## src/rtl/hbd_pkg.sv

```systemverilog
package hbd_pkg;

    typedef enum logic [1:0] {
        DRV_OFF = 2'b00,
        DRV_LO  = 2'b01,
        DRV_HI  = 2'b10
    } drv_e;

    typedef enum logic [1:0] {
        MODE_DIREN = 2'b00,
        MODE_PWM   = 2'b01,
        MODE_INDEP = 2'b10
    } mode_e;

    typedef enum logic [1:0] {
        PS_ASLEEP   = 2'b00,
        PS_WAKING   = 2'b01,
        PS_ACTIVE   = 2'b10,
        PS_SLEEPING = 2'b11
    } pwr_e;

    // Bit 1 set marks the floating level; otherwise bit 0 picks low/high.
    function automatic mode_e pin_to_mode(input logic [1:0] pin);
        if (pin[1])      return MODE_INDEP;
        else if (pin[0]) return MODE_PWM;
        else             return MODE_DIREN;
    endfunction

    function automatic drv_e bit_to_drv(input logic b);
        return b ? DRV_HI : DRV_LO;
    endfunction

endpackage

```

## src/rtl/hbd_decode.sv

```systemverilog
module hbd_decode
    import hbd_pkg::*;
(
    input  mode_e mode,
    input  logic  ctl_a,
    input  logic  ctl_b,
    output drv_e  drv_a,
    output drv_e  drv_b
);

    always_comb begin
        drv_a = DRV_OFF;
        drv_b = DRV_OFF;
        unique case (mode)
            MODE_DIREN: begin
                if (!ctl_a) begin
                    drv_a = DRV_LO;
                    drv_b = DRV_LO;
                end else begin
                    drv_a = ctl_b ? DRV_HI : DRV_LO;
                    drv_b = ctl_b ? DRV_LO : DRV_HI;
                end
            end
            MODE_PWM: begin
                unique case ({ctl_a, ctl_b})
                    2'b00: begin drv_a = DRV_OFF; drv_b = DRV_OFF; end
                    2'b01: begin drv_a = DRV_LO;  drv_b = DRV_HI;  end
                    2'b10: begin drv_a = DRV_HI;  drv_b = DRV_LO;  end
                    default: begin drv_a = DRV_LO; drv_b = DRV_LO; end
                endcase
            end
            default: begin
                drv_a = bit_to_drv(ctl_a);
                drv_b = bit_to_drv(ctl_b);
            end
        endcase
    end

endmodule

```

## src/rtl/hbd_power_seq.sv

```systemverilog
module hbd_power_seq
    import hbd_pkg::*;
#(
    parameter int WAKE_CYC  = 250000,
    parameter int SLEEP_CYC = 250000
) (
    input  logic       clk,
    input  logic       rst_n,
    input  logic       wake_req,
    input  logic [1:0] mode_pin,
    output logic       run_nxt,
    output mode_e      mode_nxt,
    output logic       active_q
);

    localparam int MAXC = (WAKE_CYC > SLEEP_CYC) ? WAKE_CYC : SLEEP_CYC;
    localparam int CW   = (MAXC > 1) ? $clog2(MAXC + 1) : 1;
    localparam logic [CW-1:0] WAKE_LAST  = CW'(WAKE_CYC - 1);
    localparam logic [CW-1:0] SLEEP_LAST = CW'(SLEEP_CYC - 1);

    typedef struct packed {
        pwr_e          state;
        logic [CW-1:0] cnt;
        mode_e         mode;
    } seq_s;

    seq_s seq_d, seq_q;

    always_comb begin
        seq_d = seq_q;
        unique case (seq_q.state)
            PS_ASLEEP: begin
                if (wake_req) begin
                    seq_d.state = PS_WAKING;
                    seq_d.cnt   = '0;
                    seq_d.mode  = pin_to_mode(mode_pin);
                end
            end
            PS_WAKING: begin
                if (!wake_req) begin
                    seq_d.state = PS_ASLEEP;
                    seq_d.cnt   = '0;
                end else if (seq_q.cnt == WAKE_LAST) begin
                    seq_d.state = PS_ACTIVE;
                    seq_d.cnt   = '0;
                end else begin
                    seq_d.cnt = seq_q.cnt + 1'b1;
                end
            end
            PS_ACTIVE: begin
                if (!wake_req) begin
                    seq_d.state = PS_SLEEPING;
                    seq_d.cnt   = '0;
                end
            end
            default: begin
                if (seq_q.cnt == SLEEP_LAST) begin
                    seq_d.state = PS_ASLEEP;
                    seq_d.cnt   = '0;
                end else begin
                    seq_d.cnt = seq_q.cnt + 1'b1;
                end
            end
        endcase
    end

    always_ff @(posedge clk or negedge rst_n) begin
        if (!rst_n) begin
            seq_q <= '{state: PS_ASLEEP, cnt: '0, mode: MODE_DIREN};
        end else begin
            seq_q <= seq_d;
        end
    end

    assign run_nxt  = (seq_d.state == PS_ACTIVE);
    assign mode_nxt = seq_d.mode;
    assign active_q = (seq_q.state == PS_ACTIVE);

    // captured mode never moves while the bridge stays active
    p_mode_hold_r3: assert property (@(posedge clk) disable iff (!rst_n)
        (active_q && $past(active_q)) |-> $stable(seq_q.mode));

    // withdrawing the wake request during the count returns to sleep
    p_wake_abort_r11: assert property (@(posedge clk) disable iff (!rst_n)
        (seq_q.state == PS_WAKING && !wake_req) |=> (seq_q.state == PS_ASLEEP));

    // the sleep countdown cannot be left early for a new wake
    p_sleep_no_wake_r5: assert property (@(posedge clk) disable iff (!rst_n)
        (seq_q.state == PS_SLEEPING) |=> (seq_q.state != PS_WAKING));

endmodule

```

## src/rtl/hbridge_mode_decoder.sv

```systemverilog
module hbridge_mode_decoder
    import hbd_pkg::*;
#(
    parameter int WAKE_CYC  = 250000,
    parameter int SLEEP_CYC = 250000
) (
    input  logic       clk,
    input  logic       rst_n,
    input  logic       wake_req,
    input  logic       ctl_a,
    input  logic       ctl_b,
    input  logic [1:0] mode_pin,
    output logic [1:0] drv_a,
    output logic [1:0] drv_b,
    output logic       active,
    output logic       reg_allow
);

    typedef struct packed {
        drv_e a;
        drv_e b;
        logic reg_ok;
    } out_s;

    logic  run_nxt;
    mode_e mode_nxt;
    logic  active_q;
    drv_e  dec_a, dec_b;
    out_s  out_d, out_q;

    hbd_power_seq #(
        .WAKE_CYC (WAKE_CYC),
        .SLEEP_CYC(SLEEP_CYC)
    ) u_seq (
        .clk     (clk),
        .rst_n   (rst_n),
        .wake_req(wake_req),
        .mode_pin(mode_pin),
        .run_nxt (run_nxt),
        .mode_nxt(mode_nxt),
        .active_q(active_q)
    );

    hbd_decode u_dec (
        .mode (mode_nxt),
        .ctl_a(ctl_a),
        .ctl_b(ctl_b),
        .drv_a(dec_a),
        .drv_b(dec_b)
    );

    always_comb begin
        out_d.a      = run_nxt ? dec_a : DRV_OFF;
        out_d.b      = run_nxt ? dec_b : DRV_OFF;
        out_d.reg_ok = run_nxt && (mode_nxt != MODE_INDEP);
    end

    always_ff @(posedge clk or negedge rst_n) begin
        if (!rst_n) begin
            out_q <= '{a: DRV_OFF, b: DRV_OFF, reg_ok: 1'b0};
        end else begin
            out_q <= out_d;
        end
    end

    assign drv_a     = out_q.a;
    assign drv_b     = out_q.b;
    assign active    = active_q;
    assign reg_allow = out_q.reg_ok;

    // a sampled sleep request turns the bridge off on the next edge
    p_sleep_hiz_r5: assert property (@(posedge clk) disable iff (!rst_n)
        !wake_req |=> (drv_a == DRV_OFF && drv_b == DRV_OFF && !active));

    // the unused command code never appears
    p_code_valid_r10: assert property (@(posedge clk) disable iff (!rst_n)
        (drv_a != 2'b11) && (drv_b != 2'b11));

    // regulation permission implies an active bridge
    p_reg_active_r9: assert property (@(posedge clk) disable iff (!rst_n)
        reg_allow |-> active);

    // an inactive bridge carries no drive
    p_idle_off_r4: assert property (@(posedge clk) disable iff (!rst_n)
        !active |-> (drv_a == DRV_OFF && drv_b == DRV_OFF));

    // in coupled modes both high-sides are never on together
    p_no_shoot_r6: assert property (@(posedge clk) disable iff (!rst_n)
        reg_allow |-> !(drv_a == DRV_HI && drv_b == DRV_HI));

endmodule

```

## config.mk

```make
export PLATFORM = sky130hd
export DESIGN_NAME = hbridge_mode_decoder
export DESIGN_NICKNAME = d
export VERILOG_FILES = /design/src/rtl/hbd_pkg.sv /design/src/rtl/hbd_decode.sv /design/src/rtl/hbd_power_seq.sv /design/src/rtl/hbridge_mode_decoder.sv
export SDC_FILE = /design/constraint.sdc
export NUM_CORES = 1
export LEC_CHECK = 0
export BUFFER_PORTS_ARGS = -buffer_cell sky130_fd_sc_hd__buf_2
export CAP_MARGIN = 10
export CORE_ASPECT_RATIO = 2
export CORE_UTILIZATION = 38
export CTS_BUF_LIST = sky130_fd_sc_hd__clkbuf_8
export CTS_CLUSTER_DIAMETER = 120
export CTS_CLUSTER_SIZE = 10
export DETAILED_ROUTE_END_ITERATION = 6
export PLACE_DENSITY = 0.67
export SLEW_MARGIN = 30
export SYNTH_ARGS = -nofsm -noshare
export SYNTH_HDL_FRONTEND = slang
export SYNTH_HIERARCHICAL = 1
export SYNTH_SLANG_ARGS = --single-unit
```

## constraint.sdc

```tcl
create_clock -name clk -period 3.2 [get_ports clk]
set_clock_uncertainty 0.1 [all_clocks]
set_input_delay 0.32 -clock clk [delete_from_list [all_inputs] [get_ports clk]]
set_output_delay 0.32 -clock clk [all_outputs]
set_load 0.005 [all_outputs]
```

* Word level (Yosys, flattened, before mapping)
Cells that the tools add are included.
** Storage, ports and cells
- Input port bits :: 7
- Bits in registers :: 27
- Output and inout port bits :: 6
- Word-level logic and storage cells :: 43
** Cells by class
- Muxes and demuxes :: 21
- Add/subtract/negate cells :: 1
- Equality and inequality tests :: 10
- Reduce and logical (&&, ||, !) cells :: 5
** Operators by type and width (number)
- one-hot mux 20 bit (3 select lines) :: 1
- 2-to-1 mux 20 bit :: 2
- 2-to-1 mux 2 bit :: 11
- 2-to-1 mux 22 bit :: 1
- adder 18 x 1 -> 18 bit (second input constant) :: 1
- equality test 18 bit (second input constant) :: 1
- 2-to-1 mux 18 bit :: 1
- one-hot mux 2 bit (2 select lines) :: 4
- equality test 2 x 1 -> 1 bit (second input constant) :: 3
- equality test 2 bit (second input constant) :: 3
- logical NOT 2 bit :: 3
- inequality test 2 bit (second input constant) :: 3
- AND reduction 2 bit :: 1
- logical AND 1 bit :: 1
- 2-to-1 mux 1 bit :: 1

* Longest topological paths before layout
Gate-level depths: netlist (run 1).
- Word-level depth :: 7
- Depth in mapped cells :: 9
- Depth with buffers taken out :: 7

* Cells and area by module
The synthesis (run 1) kept the hierarchy.
** By module, submodules not included
- hbd_power_seq :: sequential area each 550.5 um2, cells each 136, area each 1241.2 um2, times used 1
- hbridge_mode_decoder :: sequential area each 125.1 um2, cells each 11, area each 165.2 um2, times used 1
- hbd_decode :: sequential area each 0.0 um2, cells each 12, area each 95.1 um2, times used 1

* Worst setup path before layout (run 1)
No wires, ideal clock.
- Path kind :: register to register
- From :: register u_seq/seq_q[11] in the netlist's numbering
- To :: register u_seq/seq_q[11] in the netlist's numbering
- Cell stages (with the launch flop) :: 7
- Setup time :: 124 ps
- Required time :: 2976 ps
- Period minus slack after synthesis :: 2218 ps
- Buffers on the path :: 1
- Slack :: 982 ps
- Arrival :: 1994 ps
- Cell sequence :: dfrtp_1 > or4b_1 > or4_4 > o21ai_4 > buf_6 > nor3_1 > a211o_1
** Between the ends
- Word-level cells in the longest chain between the ends :: 4
- Elaborated cells on any way between the ends :: 5
- Classes of those cells :: add/sub (1); eq/ne (1); mux (3)
** Ends and longest elaborated chain
- start: declaration :: line hbd_power_seq.sv:27 : seq_s seq_d, seq_q;
- start signal: assignment :: line hbd_power_seq.sv:69 : seq_q <= '{state: PS_ASLEEP, cnt: '0, mode: MODE_DIREN};
- start signal: assignment :: line hbd_power_seq.sv:71 : seq_q <= seq_d;
- adder 18 x 1 -> 18 bit or equality test 18 bit (tied branches)
- 2-to-1 mux 18 bit (*) :: line hbd_power_seq.sv:43, hbd_power_seq.sv:57
- 2-to-1 mux 20 bit :: line hbd_power_seq.sv:40 : if (!wake_req) begin
- one-hot mux 20 bit (3 select lines) (*) :: line hbd_power_seq.sv:31 : unique case (seq_q.state)
Every way passes the cells marked *; elsewhere a longest branch is shown, timed or not.
A chain may end at the register's enable or synchronous reset.

* Worst setup path after layout (run 1)
Same ends and word-level chain as after synthesis.

==> results of run 1 <==
## stage by stage
stage | std cells | total power, mW | hold slack (ns) | instance area (um2)
finish | 221 | 0.680 | 0.335 | 1640
detailed placement | 216 | 0.493 | 0.267 | 1590
CTS | 221 | 0.688 | 0.337 | 1640
global placement | 216 | 0.489 | 0.262 | 1590
floorplan | 159 | 0.467 | -0.0756 | 1500
global route | 221 | 0.716 | 0.345 | 1640
## worst max-delay path, delay by kind of cell, from the launching register on
family / cells / cell delay [ns]
flops: 1 / 0.45
simple gates: 3 / 1.28
compound gates: 2 / 0.57
## cell usage after synthesis, drive strengths merged
| master | n | area [um2] |
|---|---|---|
| o21ai | 17 | 96.4 |
| mux2i | 1 | 10.0 |
| o21a | 3 | 22.5 |
| inv | 7 | 26.3 |
| nand4 | 3 | 18.8 |
| nand3b | 1 | 7.51 |
| a22o | 3 | 26.3 |
| a41oi | 2 | 17.5 |
| nor2b | 6 | 52.6 |
| or2 | 2 | 12.5 |
| a21o | 2 | 15.0 |
| mux2 | 2 | 22.5 |
| and3 | 3 | 18.8 |
| nor4 | 8 | 50.1 |
| xnor2 | 3 | 26.3 |
| buf | 4 | 31.3 |
| nand2b | 2 | 12.5 |
| ha | 1 | 12.5 |
| a21boi | 1 | 11.3 |
| or4 | 1 | 11.3 |
| nor3b | 2 | 15.0 |
| nor2 | 11 | 41.3 |
| or3 | 5 | 31.3 |
| o31a | 1 | 8.76 |
| o21bai | 1 | 7.51 |
| nor4b | 1 | 8.76 |
| o31ai | 1 | 7.51 |
| a21oi | 6 | 30.0 |
| nand3 | 6 | 30.0 |
| or4b | 1 | 10.0 |
| a211o | 1 | 8.76 |
| clkbuf | 2 | 7.51 |
| nand2 | 10 | 37.5 |
| nor3 | 2 | 10.0 |
| and4 | 1 | 8.76 |
| dfrtp | 27 | 676 |
| a31oi | 2 | 12.5 |
| xor2 | 1 | 8.76 |
| and2 | 5 | 31.3 |
| a31o | 1 | 8.76 |
## path summary, 6_finish.rpt
check                             endpoint  slack [ns]  cells past startpoint
max                        u_seq/seq_q[11]        0.69                      5
min reg2reg                 u_seq/seq_q[2]        0.45                      1
max reg2reg                u_seq/seq_q[11]        0.69                      5
min                         u_seq/seq_q[1]        0.33                      2
max in group asynchronous   u_seq/seq_q[4]        2.15                      2
min in group asynchronous  u_seq/seq_q[20]        0.47                      2
## flip-flops by register name, indices dropped and copies added (netlist names)
signal       flops
drv_a            2
u_seq/seq_q     22
drv_b            2
reg_allow        1
## power breakdown
group / leakage (nW) / internal [mW] / total (mW) / switching (mW)
Clock: 0.0269 / 0.0863 / 0.194 / 0.108
Combinational: 0.313 / 0.0452 / 0.111 / 0.0660
Sequential: 0.364 / 0.360 / 0.375 / 0.0157
## cell families (layout without fill, tap and decap cells)
logic type      count (synthesis)  in the layout
buf+inv                        13             24
xor+xnor                        4              4
fa+ha+maj                       1              1
compound gates                 41             41
simple gates                   70             70
flops                          27             27
mux                             3              3
## cell type report
| cell class | count | area [um2] | share of cell area |
|---|---|---|---|
| multi-input combinational | 119 | 761 | 0.463 |
| clock inverter | 1 | 3.75 | 0.00229 |
| timing repair buffer | 13 | 70.1 | 0.0427 |
| tap | 51 | 63.8 | 0.0389 |
| sequential | 27 | 676 | 0.412 |
| clock buffer | 3 | 41.3 | 0.0252 |
| inverter | 7 | 26.3 | 0.0160 |
## layer usage
layer / wire length (um) / global-route usage / part of all wire
met1: 1230 / 0.192 / 0.37
met2: 1920 / 0.324 / 0.57
met3: 117 / 0.0240 / 0.035
met4: 86 / 0.0882 / 0.026
met5: 0 / 0 / 0
==> metrics.txt, run 1 <==
number of placement rows=32; core area=0.00380 mm2; Layout Nets=roughly 180; Crit Path Class=register to register; Peak VDD IR=0.340 mV; Die Height=~90 um; Tmin final=roughly 2.5 ns; Hold Buf Count CTS=1; share of cells above drive strength 1=0.147; TritonCTS Buffers=3; cell chain of the critical path=or4b_1, or4_4, o21a_1, and3_1, a211o_1; commonest non-fill, non-tap cell in the layout=dfrtp_1; Mapped Cells=159; Leak Pwr=between 0.7 and 0.8 nW; Crit path largest cell delay=around 0.57 ns; initial antenna violation count=0; DR vias=around 1300; R2R Path Start=u_seq/seq_q[11]; Ys Warns=6; status=completed; largest net degree at the start of global routing=28; Setup TNS Final=0 ns; DP Worst Slack=roughly 0.74 ns; total of max-cap violations=0; hold_sp=mode_pin[1]; Synth Area in Simple Gates=0.272; crit path capture type=register; first-pass GRT wire length=5630 um; clock root cell=clkbuf_8; Slew Limit Fails=0; Mean Syn Cell Area=about 9.4 um2; IO buf count=12; critical path's slowest cell=or4b_1; RSZ-0062 raised after global routing=no; library cells used by synthesis=between 40 and 50; clk buf depth=2; setup bufs post-CTS=0; HPWL Detailed=roughly 2500 um; antenna viol nets, final=0; Setup Viol. Count Final=0; initial core utilization=0.395; hold crit path type=primary input to register; Post-Synthesis Cell Area=between 0.0015 and 0.002 mm2; Overall Global Routing Usage=0.183; Worst Path Required=roughly 3.3 ns; WP data arrival=approximately 2.6 ns; multiplexer share of the synthesized area=0.0217; vias per std cell=about 5.7; Clock Sinks=27; drt drc=0; routed wire length=about 3400 um; flops & latches, synth=27; Synth Area in Adders=0.00833; WL/cell=~15 um; Filler cells=~380; Final Wtd Congestion=between 0.8 and 0.9; largest family of logic cells by synthesized area=simple AND/OR/NAND/NOR gates; full die area=roughly 0.0042 mm2; Clock Latency Late Sink=~0.28 ns; XOR/XNOR Fraction of Synth Area=0.0233; Synth Area in Compound Gates=0.182; commonest cells after routing, fill and taps aside=27 x dfrtp_1, 12 x buf_2, 11 x nor2_1; Peak Freq=about 0.4 GHz; diode count=0; CTS tree=built; GRT Residual Overflow=0; Least-Margin Pin Slew=0.874 ns; 1st-iter DRT viols=19; final period utilization=0.784; fin util=0.432; clock-pin slew on the worst setup and hold paths=~0.09 ns; drt pass-1 iters=4; Crit Path Max Fanout=11; relative slew slack=0.411; DIE WIDTH=around 46 um; Seq/Total Area, Yosys=0.450; Pwr Density=414 mW/mm2; final setup margin=approximately 0.7 ns; vias in the first global route=roughly 1300; Synth Net Count=about 170; final hold violations=0; post-cts gate resize count=0; CP startpoint=u_seq/seq_q[11]; Ports=13; area grow syn2layout=9.33%; Worst setup SP type=register; H-tree Lvls=1
No activity file was read; power rests on OpenSTA's default activity.
==> run 2, diff against run 1 <==
--- a/config.mk
+++ b/config.mk
@@ -13,7 +13,7 @@
 export CTS_CLUSTER_DIAMETER = 120
 export CTS_CLUSTER_SIZE = 10
 export DETAILED_ROUTE_END_ITERATION = 6
-export PLACE_DENSITY = 0.67
+export PLACE_DENSITY = 0.69
 export SLEW_MARGIN = 30
 export SYNTH_ARGS = -nofsm -noshare
 export SYNTH_HDL_FRONTEND = slang
==> constraint.sdc (replaced) <==
create_clock -name clk -period 2.1 [get_ports clk]
set_clock_uncertainty 0.1 [all_clocks]
set_input_delay 0.21 -clock clk [delete_from_list [all_inputs] [get_ports clk]]
set_output_delay 0.21 -clock clk [all_outputs]
set_load 0.005 [all_outputs]
==> run 2 against run 1 <==
The run now ends with setup timing left. Sequential cell count unchanged. Combinational power up 120%. Power up 61%. Critical endpoint unchanged. Maximum frequency up 8.6%. Die area unchanged. First-iteration DRC count rose to 3.3 times the previous value. Non-clock buffer count up 22. Via count up 11%. Wire length up 15%. Critical path depth unchanged.
==> metrics.txt, run 2 (synthesized netlist as in run 1, its figures left out) <==
relative slew slack=0.583; commonest non-fill, non-tap cell in the layout=dfrtp_1; Slew Limit Fails=0; share of cells above drive strength 1=0.301; failing checks=setup timing; hold_sp=ctl_a; cell chain of the critical path=or4b_4, or4_4, o21ai_4, nor3_1, a211o_1; initial antenna violation count=0; Leak Pwr=between 0.8 and 0.9 nW; sw frac=0.275; Peak Freq=roughly 0.43 GHz; clock root cell=clkbuf_8; largest net degree at the start of global routing=28; cell-internal power=793 uW; Worst Path Required=approximately 2.2 ns; clock network power share=0.264; Finished Layout Cells=244; Final Wtd Congestion=0.923; Overall Global Routing Usage=0.197; total of max-cap violations=0; TritonCTS Buffers=3; IO buf count=12; Ports=13; clock-pin slew on the worst setup and hold paths=around 0.09 ns; Layout Nets=202; Tmin final=2.31 ns; Crit Path Class=register to register; max reg flops=22; vias per std cell=about 5.7; commonest cells after routing, fill and taps aside=27 x dfrtp_1, 20 x buf_4, 12 x buf_2; diode count=0; core area=0.00380 mm2; final hold slack=0.228 ns; GRT Residual Overflow=0; Largest Register=u_seq/seq_q; number of placement rows=32; Pwr Density=between 500 and 600 mW/mm2; H-tree Lvls=1; Crit path max-delay family=simple AND/OR/NAND/NOR gates; WL met2=between 2000 and 2500 um; final setup margin=-0.210 ns; drt pass-1 iters=5; antenna viol nets, final=0; full die area=~0.0042 mm2; vias in the first global route=~1400; critical path's slowest cell=or4b_4; Sequential Power Share=0.516; Logic pwr share=0.220; first-pass GRT wire length=roughly 6000 um; drt drc=0; R2R Path Start=u_seq/seq_q[11]; RSZ-0062 raised after global routing=yes; final period utilization=1.10; DRT met1 WL=~1400 um; final hold violations=0; DIE WIDTH=around 46 um; worst path bufs/invs=0; Crit Path Max Fanout=5; DR vias=about 1400; Least-Margin Pin Slew=around 0.63 ns; WL/cell=~16 um; routed wire length=3860 um; HPWL Detailed=~2700 um; status=complete, but fails checks; crit path capture type=register; CP startpoint=u_seq/seq_q[11]; initial core utilization=0.395; Post-Place Cells=~240; Crit path largest cell delay=between 0.5 and 0.6 ns; clk buf depth=2; switching power=approximately 300 uW; Top Metal Used=met4; Clock Sinks=27; Die Height=90.9 um; WL met3=about 150 um; Worst setup SP type=register; 1st-iter DRT viols=62; WP data arrival=approximately 2.4 ns; hold crit path type=primary input to register; Setup Viol. Count Final=22; CTS tree=built; Clock Latency Late Sink=0.27 ns; Peak VDD IR=about 0.44 mV; area grow syn2layout=25.2%
==> run 2: changes by cell type in the layout (fill, tap and decap cells not counted), moves of 2 or more <==
cell | before | now
buf_4 | 0 | 20
a21oi_1 | 6 | 2
a21oi_2 | 0 | 4
buf_6 | 0 | 2
==> run 2: worst paths after layout <==
path / endpoint / slack [ns] / cells past startpoint
worst min register to register: u_seq/seq_q[19] / 0.46 / 2
worst max-delay path: u_seq/seq_q[11] / -0.21 / 5
min in group asynchronous: u_seq/seq_q[13] / 0.38 / 2
worst max register to register: u_seq/seq_q[11] / -0.21 / 5
max in group asynchronous: u_seq/seq_q[16] / 1.11 / 2
worst min-delay path: drv_a[1] / 0.23 / 3
==> run 2: power by group through the flow <==
stage	logic (mW)	clock network, mW	registers [mW]
2_1_floorplan	0.146	0	0.576
3_3_place_gp	0.219	0	0.573
3_5_place_dp	0.227	0	0.574
4_1_cts	0.234	0.299	0.564
5_1_grt	0.265	0.325	0.568
6_report	0.241	0.289	0.564
==> run 2: cell type report <==
class	count	area [um2]
Fill cell	345	1920
Inverter	7	26.3
Tap cell	51	63.8
Multi-Input combinational cell	120	826
Sequential cell	27	676
Clock inverter	1	3.75
Timing Repair Buffer	35	243
Clock buffer	3	41.3
==> run 2: what timing repair did <==
item,4_1_cts,5_1_grt
endpoints found under the setup margin,22,22
pin swaps,1,4
buffers inserted,0,1
hold endpoints to repair,27,0
gates resized for setup,4,4
cloned,0,1
hold buffers,1,0
==> run 2: worst register-to-register path, cell delays in order (launching register included) <==
cell	delay (ns)
dfrtp_1	0.41
or4b_4	0.56
or4_4	0.48
o21ai_4	0.27
nor3_1	0.11
a211o_1	0.27
==> run 2: routing by layer <==
layer / global-route usage / vias up
met3: 0.0260 / 13
met4: 0.115 / 0
li1: - / 648
met1: 0.219 / 682
met2: 0.329 / 54
met5: 0 / -
==> run 2: per-stage QoR <==
step	utilization	instance area [um2]	TNS (ns)	total power, mW	worst slack (ns)
3_3_place_gp	0.464	1770	-1.08	0.792	-0.109
5_1_grt	0.494	1880	-4.00	1.16	-0.247
2_1_floorplan	-	1530	-0.633	0.721	-0.118
4_1_cts	0.484	1840	-1.99	1.10	-0.152
3_5_place_dp	0.464	1770	-2.01	0.801	-0.148
6_report	0.494	1880	-2.96	1.09	-0.210
==> run 3, diff against run 2 <==
--- a/config.mk
+++ b/config.mk
@@ -13,9 +13,10 @@
 export CTS_CLUSTER_DIAMETER = 120
 export CTS_CLUSTER_SIZE = 10
 export DETAILED_ROUTE_END_ITERATION = 6
+export GPL_TIMING_DRIVEN = 0
+export HOLD_SLACK_MARGIN = 0.1
 export PLACE_DENSITY = 0.69
 export SLEW_MARGIN = 30
 export SYNTH_ARGS = -nofsm -noshare
 export SYNTH_HDL_FRONTEND = slang
-export SYNTH_HIERARCHICAL = 1
 export SYNTH_SLANG_ARGS = --single-unit
==> run 3 against run 2 <==
The run now ends clean. Combinational power down 39%. Clock power increased by 5%. Synthesized cell count is 6.9% lower. Power fell by 6.3%. Wire length is 20% lower. Critical path type unchanged. Highest routed layer unchanged.
==> metrics.txt, run 3 <==
status=completed; Clock Latency Late Sink=~0.28 ns; largest net degree at the start of global routing=28; Async S/R FF share, synth=1.00; library cells used by synthesis=38; Layout Nets=~180; Sequential Power Share=0.561; share of cells above drive strength 1=0.163; total power=approximately 1.0 mW; final hold slack=about 0.19 ns; GRT Residual Overflow=0; area grow syn2layout=13.8%; Leak Pwr=~0.7 nW; H-tree Lvls=1; Logic pwr share=0.143; clock network power share=0.296; drt drc=0; clock root cell=clkbuf_8; Setup TNS Final=0 ns; relative slew slack=0.520; HPWL Detailed=between 2000 and 2500 um; first-pass GRT wire length=roughly 5400 um; DIE WIDTH=roughly 45 um; clk buf depth=2; Synth top area share=0.481; initial antenna violation count=0; Peak Freq=~0.53 GHz; Mapped Cells=approximately 150; switching power=approximately 290 uW; antenna viol nets, final=0; prevailing post-synth register cell=dfrtp_1; Crit Path Max Fanout=8; number of placement rows=30; routed wire length=approximately 3100 um; commonest cells in the netlist=27 x dfrtp_1, 21 x nand2_1, 14 x nor2_1; RSZ-0062 raised after global routing=no; Seq/Total Area, Yosys=0.481; WP data arrival=roughly 1.9 ns; WL/cell=14.3 um; total of max-cap violations=0; largest cells by area after synthesis=dfrtp_1 48%, nand2_1 5.6%, xor2_1 5.6%; setup bufs post-CTS=0; max reg flops=22; Ports=13; Final Wtd Congestion=between 0.8 and 0.9; Crit Path Class=register to register; cell with the most instances after synthesis=dfrtp_1; initial core utilization=0.407; worst reg2reg setup slack=approximately 0.22 ns; 1st-iter DRT viols=15; drt pass-1 iters=4; Pwr Density=roughly 640 mW/mm2; Die Height=just under 90 um; Slew Limit Fails=0; Worst Path Required=about 2.2 ns; Overall Global Routing Usage=0.184; Mean Syn Cell Area=approximately 9.5 um2; TritonCTS Buffers=3; flops & latches, synth=27; crit path capture type=register; commonest non-fill, non-tap cell in the layout=dfrtp_1; Ys Warns=0; clock-pin slew on the worst setup and hold paths=0.09 ns; vias in the first global route=1304; IO buf count=12; area leader, netlist=dfrtp_1; vias per std cell=between 5 and 6; Setup Viol. Count Final=0; diode count=0; Post-Synthesis Cell Area=approximately 0.0014 mm2; final hold violations=0; Post-synth EDFFs=0; Synth Net Count=156; commonest cells after routing, fill and taps aside=27 x dfrtp_1, 21 x nand2_1, 14 x nor2_1; full die area=just under 0.004 mm2; final period utilization=0.896; cell-internal power=737 uW; CTS tree=built; core area=around 0.0035 mm2; hold crit path type=primary input to register; Peak VDD IR=0.415 mV; Clock Sinks=27; Worst setup SP type=register; Largest Register=u_seq.seq_q; Least-Margin Pin Slew=around 0.72 ns; DR vias=1175; sw frac=0.280; Tmin final=~1.9 ns
run 3: path summary, 6_finish.rpt:
kind	startpoint	endpoint	cells past startpoint
min in group asynchronous	rst_n	u_seq.seq_q[18]	2
hold reg to reg	u_seq.seq_q[2]	u_seq.seq_q[2]	1
max in group asynchronous	rst_n	u_seq.seq_q[5]	2
hold / removal	ctl_b	drv_b[0]	3
setup reg to reg	u_seq.seq_q[20]	drv_b[1]	5
setup / recovery	u_seq.seq_q[20]	drv_b[1]	5
run 3: cells by family after synthesis:
kind of cell	Yosys count	synth area share
AOI/OAI and AO/OA	26	0.117
xor gates and xnor gates	9	0.0562
adders and majority gates	1	0.00891
buffers and inverters	4	0.0116
DFF	27	0.481
muxes	4	0.0294
and+or+nand+nor	77	0.296
run 3: repair_timing:
item	CTS	global route
setup endpoints to repair	0	1
hold buffers	2	0
resized for setup	0	1
endpoints found under the hold margin	29	0
run 3: area by class of cell:
class | count | area, um2
flip-flops and latches | 27 | 676
inverters | 3 | 11.3
repair buffers | 14 | 80.1
well taps | 48 | 60.1
clock buffers | 3 | 41.3
multi-input cells | 117 | 717
plain buffers | 1 | 5.00
clock inverters | 1 | 7.51
fillers | 347 | 1860
run 3: power groups by stage:
stage                     clock network, mW  registers (mW)  logic (mW)
final                                 0.303           0.575       0.147
after global routing                  0.323           0.579       0.168
after CTS                             0.307           0.574       0.148
after detailed placement                  0           0.584       0.144
after global placement                    0           0.582       0.133
after floorplan                           0           0.578      0.0924
run 3: routing by layer:
layer / part of all wire / global-route usage / vias up
met4: 0.030 / 0.0992 / 0
li1: - / - / 570
met3: 0.022 / 0.0186 / 9
met1: 0.38 / 0.182 / 573
met2: 0.56 / 0.348 / 23
met5: 0 / 0 / -
run 3: worst max-delay path, cell delays in order, from the launching register on:
cell	delay, ns
dfrtp_1	0.48
nor3b_4	0.28
mux2i_1	0.41
o21ai_0	0.22
a22oi_1	0.20
nor2_1	0.06
run 3: metrics by stage:
stage	instance area [um2]	util	setup WS, ns	std cells
6_report	1600	0.463	0.217	214
5_1_grt	1600	0.463	0.00608	214
4_1_cts	1590	0.461	0.220	214
3_5_place_dp	1520	0.441	0.238	208
3_3_place_gp	1520	0.441	0.269	208
2_1_floorplan	1400	-	0.451	148
